### config.mk
export PLATFORM = sky130hd
export DESIGN_NAME = lp_clock_ctrl
export DESIGN_NICKNAME = d
export VERILOG_FILES = /design/src/rtl/lpc_pkg.sv /design/src/rtl/lpc_wake_sync.sv /design/src/rtl/lpc_mode_fsm.sv /design/src/rtl/lpc_periph_gate.sv /design/src/rtl/lp_clock_ctrl.sv
export SDC_FILE = /design/constraint.sdc
export NUM_CORES = 1
export LEC_CHECK = 0
export BUFFER_PORTS_ARGS = -buffer_cell sky130_fd_sc_hd__buf_2
export CORE_AREA = 2 2 39 41
export CTS_CLUSTER_SIZE = 14
export DETAILED_ROUTE_END_ITERATION = 7
export DIE_AREA = 0 0 41 43
export SLEW_MARGIN = 10
export SYNTH_ARGS = -nofsm -noshare
export SYNTH_HDL_FRONTEND = slang
export SYNTH_SLANG_ARGS = --single-unit
### constraint.sdc
create_clock -name clk -period 1.3 [get_ports clk]
set_clock_uncertainty 0.15 [all_clocks]
set_input_delay 0.13 -clock clk [delete_from_list [all_inputs] [get_ports clk]]
set_output_delay 0.13 -clock clk [all_outputs]
set_load 0.02 [all_outputs]
### src/rtl/lpc_pkg.sv
package lpc_pkg;

    typedef enum logic [2:0] {
        ST_RUN,
        ST_WAIT,
        ST_DOZE,
        ST_DRAIN,
        ST_STOP
    } lpc_state_e;

    typedef enum logic [1:0] {
        MODE_RUN  = 2'b00,
        MODE_WAIT = 2'b01,
        MODE_DOZE = 2'b10,
        MODE_STOP = 2'b11
    } lpc_mode_e;

    typedef struct packed {
        logic core_on;
        logic mem_on;
        logic memc_on;
        logic periph_on;
        logic doze;
    } lpc_gate_t;

endpackage

### src/rtl/lpc_wake_sync.sv
module lpc_wake_sync #(
    parameter int STAGES = 2
) (
    input  logic clk,
    input  logic rst_n,
    input  logic async_in,
    output logic sync_out
);
    logic [STAGES-1:0] chain;

    genvar g;
    generate
        for (g = 0; g < STAGES; g++) begin : g_stage
            if (g == 0) begin : g_first
                always_ff @(posedge clk or negedge rst_n) begin
                    if (!rst_n) chain[0] <= 1'b0;
                    else        chain[0] <= async_in;
                end
            end else begin : g_next
                always_ff @(posedge clk or negedge rst_n) begin
                    if (!rst_n) chain[g] <= 1'b0;
                    else        chain[g] <= chain[g-1];
                end
            end
        end
    endgenerate

    assign sync_out = chain[STAGES-1];
endmodule

### src/rtl/lpc_mode_fsm.sv
module lpc_mode_fsm
    import lpc_pkg::*;
(
    input  logic       clk,
    input  logic       rst_n,
    input  logic [1:0] mode_req,
    input  logic       enter,
    input  logic       irq_wake,
    input  logic       stop_wake_sync,
    input  logic       drain_done,
    output lpc_gate_t  gate,
    output logic [1:0] mode_status,
    output logic       busy
);
    lpc_state_e state_q, state_d;

    // next-state logic
    always_comb begin
        state_d = state_q;
        unique case (state_q)
            ST_RUN: begin
                if (enter) begin
                    unique case (mode_req)
                        MODE_WAIT: state_d = ST_WAIT;
                        MODE_DOZE: state_d = ST_DOZE;
                        MODE_STOP: state_d = ST_DRAIN;
                        default:   state_d = ST_RUN;
                    endcase
                end
            end
            ST_WAIT:  if (irq_wake)       state_d = ST_RUN;
            ST_DOZE:  if (irq_wake)       state_d = ST_RUN;
            ST_DRAIN: if (drain_done)     state_d = ST_STOP;
            ST_STOP:  if (stop_wake_sync) state_d = ST_RUN;
            default:                      state_d = ST_RUN;
        endcase
    end

    // state register
    always_ff @(posedge clk or negedge rst_n) begin
        if (!rst_n) state_q <= ST_RUN;
        else        state_q <= state_d;
    end

    // output decode
    always_comb begin
        gate        = '{core_on: 1'b1, mem_on: 1'b1, memc_on: 1'b1,
                        periph_on: 1'b1, doze: 1'b0};
        mode_status = MODE_RUN;
        busy        = 1'b0;
        unique case (state_q)
            ST_RUN: ;
            ST_WAIT: begin
                gate.core_on = 1'b0;
                gate.mem_on  = 1'b0;
                mode_status  = MODE_WAIT;
            end
            ST_DOZE: begin
                gate.core_on = 1'b0;
                gate.mem_on  = 1'b0;
                gate.doze    = 1'b1;
                mode_status  = MODE_DOZE;
            end
            ST_DRAIN: busy = 1'b1;
            ST_STOP: begin
                gate        = '0;
                mode_status = MODE_STOP;
            end
            default: ;
        endcase
    end
endmodule

### src/rtl/lpc_periph_gate.sv
module lpc_periph_gate #(
    parameter int NUM_PERIPH = 4
) (
    input  logic                  periph_on,
    input  logic [NUM_PERIPH-1:0] disable_bits,
    input  logic [NUM_PERIPH-1:0] irq,
    output logic [NUM_PERIPH-1:0] clk_en,
    output logic                  wake_any
);
    logic [NUM_PERIPH-1:0] live_irq;

    genvar g;
    generate
        for (g = 0; g < NUM_PERIPH; g++) begin : g_per
            assign clk_en[g]   = periph_on & ~disable_bits[g];
            assign live_irq[g] = irq[g] & clk_en[g];
        end
    endgenerate

    assign wake_any = |live_irq;
endmodule

### src/rtl/lp_clock_ctrl.sv
module lp_clock_ctrl
    import lpc_pkg::*;
#(
    parameter int NUM_PERIPH  = 4,
    parameter int SYNC_STAGES = 2
) (
    input  logic                  clk,
    input  logic                  rst_n,
    input  logic [1:0]            lp_mode_req,
    input  logic                  lp_enter,
    input  logic [NUM_PERIPH-1:0] periph_irq,
    input  logic [NUM_PERIPH-1:0] ppm_disable,
    input  logic                  drain_done,
    input  logic                  stop_wake,
    output logic                  cpu_clk_en,
    output logic                  sram_clk_en,
    output logic                  memc_clk_en,
    output logic [NUM_PERIPH-1:0] periph_clk_en,
    output logic                  doze_ind,
    output logic [1:0]            mode_status,
    output logic                  drain_busy
);
    lpc_gate_t gate;
    logic      wake_synced;
    logic      irq_wake;

    lpc_wake_sync #(.STAGES(SYNC_STAGES)) u_sync (
        .clk      (clk),
        .rst_n    (rst_n),
        .async_in (stop_wake),
        .sync_out (wake_synced)
    );

    lpc_mode_fsm u_fsm (
        .clk            (clk),
        .rst_n          (rst_n),
        .mode_req       (lp_mode_req),
        .enter          (lp_enter),
        .irq_wake       (irq_wake),
        .stop_wake_sync (wake_synced),
        .drain_done     (drain_done),
        .gate           (gate),
        .mode_status    (mode_status),
        .busy           (drain_busy)
    );

    lpc_periph_gate #(.NUM_PERIPH(NUM_PERIPH)) u_pgate (
        .periph_on    (gate.periph_on),
        .disable_bits (ppm_disable),
        .irq          (periph_irq),
        .clk_en       (periph_clk_en),
        .wake_any     (irq_wake)
    );

    assign cpu_clk_en  = gate.core_on;
    assign sram_clk_en = gate.mem_on;
    assign memc_clk_en = gate.memc_on;
    assign doze_ind    = gate.doze;
endmodule

==> run metrics <==
run status=finished with violations; failing checks=setup timing; clk buf depth=2; Setup CP Type=reg2out; RePlAce Congestion=0.7684; Die Y=43 µm; gr usage total=11.35%; routed vias/inst=4.364; simple-gate share of the synthesized area=18.96%; CP Capture Type=output port; CP arrival=1.26 ns; Final Non-Filler Cells=99; ys async rst share=100.0%; final hold slack=0.07500 ns; htree depth=1; Avg Cell Area, Syn=8.209 µm²; worst-margin pin slew=0.3315 ns; commonest cells after routing, fill and taps aside=15 x buf_2, 13 x buf_6, 8 x buf_4; Placed Cells incl. Taps=84; switching power=583.9 µW; final total power=1.444 mW; Max-cap violations=0; worst-skew pair later-pin latency=0.24 ns; Core Region=1384 µm²; Clock Power Share=12.2%; EDFF count, synth=0; Vias=432; Area Growth Syn to Fin=127.5%; XOR/XNOR Fraction of Synth Area=5.204%; FF-to-FF setup slack=-0.22 ns; final hold vios=0; FF-to-FF Start=u_fsm.state_q[2]; initial core utilization=24.32%; Switching Share=40.43%; Pint=860.3 µW; Synth Area in Compound Gates=13.75%; # rows=14; Distinct cells, synth=18; Worst Reg2Reg Path Length in Cells=6; Final Critical Period=1.545 ns; Final Net Count=99; Slew Viols, Final=0; final worst-path setup slack=-0.2449 ns; Lkg Pwr=0.3955 nW; register area share after synthesis=37.17%; Clock Sinks=5; clk slew on worst S/H paths=0.04 ns; Post-synth top flop=dfrtp_1; FF-to-FF End=u_fsm.state_q[1]; buffers added on ports=25; num ports=26; largest net degree at the start of global routing=7; worst-path maximum fanout=5; peak supply drop=0.7757 mV; main combinational cell family by area after synthesis=simple AND/OR/NAND/NOR gates; Critical Path RT=1.02 ns; Peak Freq=647.3 MHz; initial antenna violation count=0; clock root buffer=clkbuf_4; Yosys reg bits=5; vias in the first global route=382; number of CTS-inserted buffers=3; P per Cell Area=1886 nW/µm²; post-synth net total=56; mux cell area share after synthesis=8.922%; Pre-antenna DRT Iters=4; Routed Wire Length=935 µm; fraction of layout cells with a size suffix above 1=62.65%; RSZ-0062 raised after global routing=yes; final setup vio count=14; most common cell after layout, fill and taps aside=buf_2; DIE WIDTH=41 µm; dpl hpwl=731.5 µm; DRC=0; Synthesis Warnings=0; period utilisation layout=118.8%; first-pass GRT wire length=1290 µm; DIE AREA=1763 µm²; Seq pwr share=16.2%; Slew Limit Headroom=77.90%; TritonCTS clock tree=yes; Min-Delay Path Class=in2async; adder-cell share of the synthesized area=0%; number of DRC markers in iteration 0=3; # diodes=0; CP startpoint kind=flop; Post-Syn Area=336.6 µm²; Syn Inst Count=41; combinational power share=71.6%; remaining global-route overflow=0; Final ANT Viol Nets=0; wire length per cell=9.444 µm
==> sequential cells by signal, summed over array words and instances (netlist names) <==
register         cells
u_fsm.state_q        3
u_sync.chain         1
u_sync.sync_out      1
==> worst max path at each step <==
stage                      to  depth (start not counted)        startpoint
2_1_floorplan     sram_clk_en                          4  u_fsm.state_q[2]
3_3_place_gp   mode_status[1]                          5  u_fsm.state_q[1]
3_5_place_dp   mode_status[1]                          5  u_fsm.state_q[1]
4_1_cts            cpu_clk_en                          5  u_fsm.state_q[2]
5_1_grt            cpu_clk_en                          5  u_fsm.state_q[0]
6_report       mode_status[1]                          6  u_fsm.state_q[2]
==> per-stage QoR <==
step	setup TNS, ns	utilization, %	worst slack, ns	instance area [µm²]
2_1_floorplan	-0.1993	-	-0.07101	404.1
3_3_place_gp	-0.4546	39.96	-0.08779	553.0
3_5_place_dp	-0.6025	39.96	-0.1157	553.0
4_1_cts	-2.998	54.16	-0.2594	749.5
5_1_grt	-3.601	55.33	-0.2992	765.7
6_report	-2.809	55.33	-0.2449	765.7
==> layer usage <==
metal	GRT usage, %	vias up	share of wire [%]
li1	-	214	-
met1	9.272	196	35
met2	20.63	20	55
met3	3.141	2	8.8
met4	8.000	0	1.1
met5	0	-	0
==> kinds of logic after synthesis <==
kind of cell,after synthesis
AND/OR/NAND/NOR,14
buffers and inverters,12
AO/OA/AOI/OAI,5
flip-flops,5
multiplexers,3
XOR/XNOR,2
==> synth_stat cells, types with 2 or more instances <==
master | instances | area, µm²
inv_1 | 9 | 33.78
nor2_1 | 7 | 26.28
dfrtp_1 | 5 | 125.1
mux2i_1 | 3 | 30.03
buf_4 | 2 | 15.01
nand2_1 | 2 | 7.510
nor3_1 | 2 | 10.01
==> power groups by stage <==
| stage | Sequential, mW | Combinational [mW] | Clock, mW |
|---|---|---|---|
| after floorplan | 0.225 | 0.637 | 0 |
| after global placement | 0.234 | 0.771 | 0 |
| after detailed placement | 0.235 | 0.785 | 0 |
| after CTS | 0.234 | 1.02 | 0.189 |
| after global routing | 0.241 | 1.10 | 0.194 |
| final | 0.234 | 1.03 | 0.176 |
==> layout make-up <==
| type | instances | area, µm² |
|---|---|---|
| clock buffer | 4 | 26.28 |
| inverter | 9 | 36.28 |
| timing repair buffer | 41 | 331.6 |
| fill | 127 | 618.1 |
| sequential | 5 | 126.4 |
| tap | 16 | 20.02 |
| multi-input combinational | 24 | 225.2 |
==> worst max-delay path, stage by stage, from the launching register on <==
cell and delay [ns]:
dfrtp_1 0.39, buf_6 0.13, buf_6 0.11, and2_4 0.16, inv_4 0.07, nand2b_4 0.05, buf_6 0.12
==> repair_timing <==
item                       CTS  global route
gates resized for setup     26             4
hold endpoints to repair     9             0
buffers inserted             5             1
pin swaps                    4             2
setup endpoints to repair   13            14
hold buffers                 5             0
Note: power is estimated with default switching activity, not from simulation.
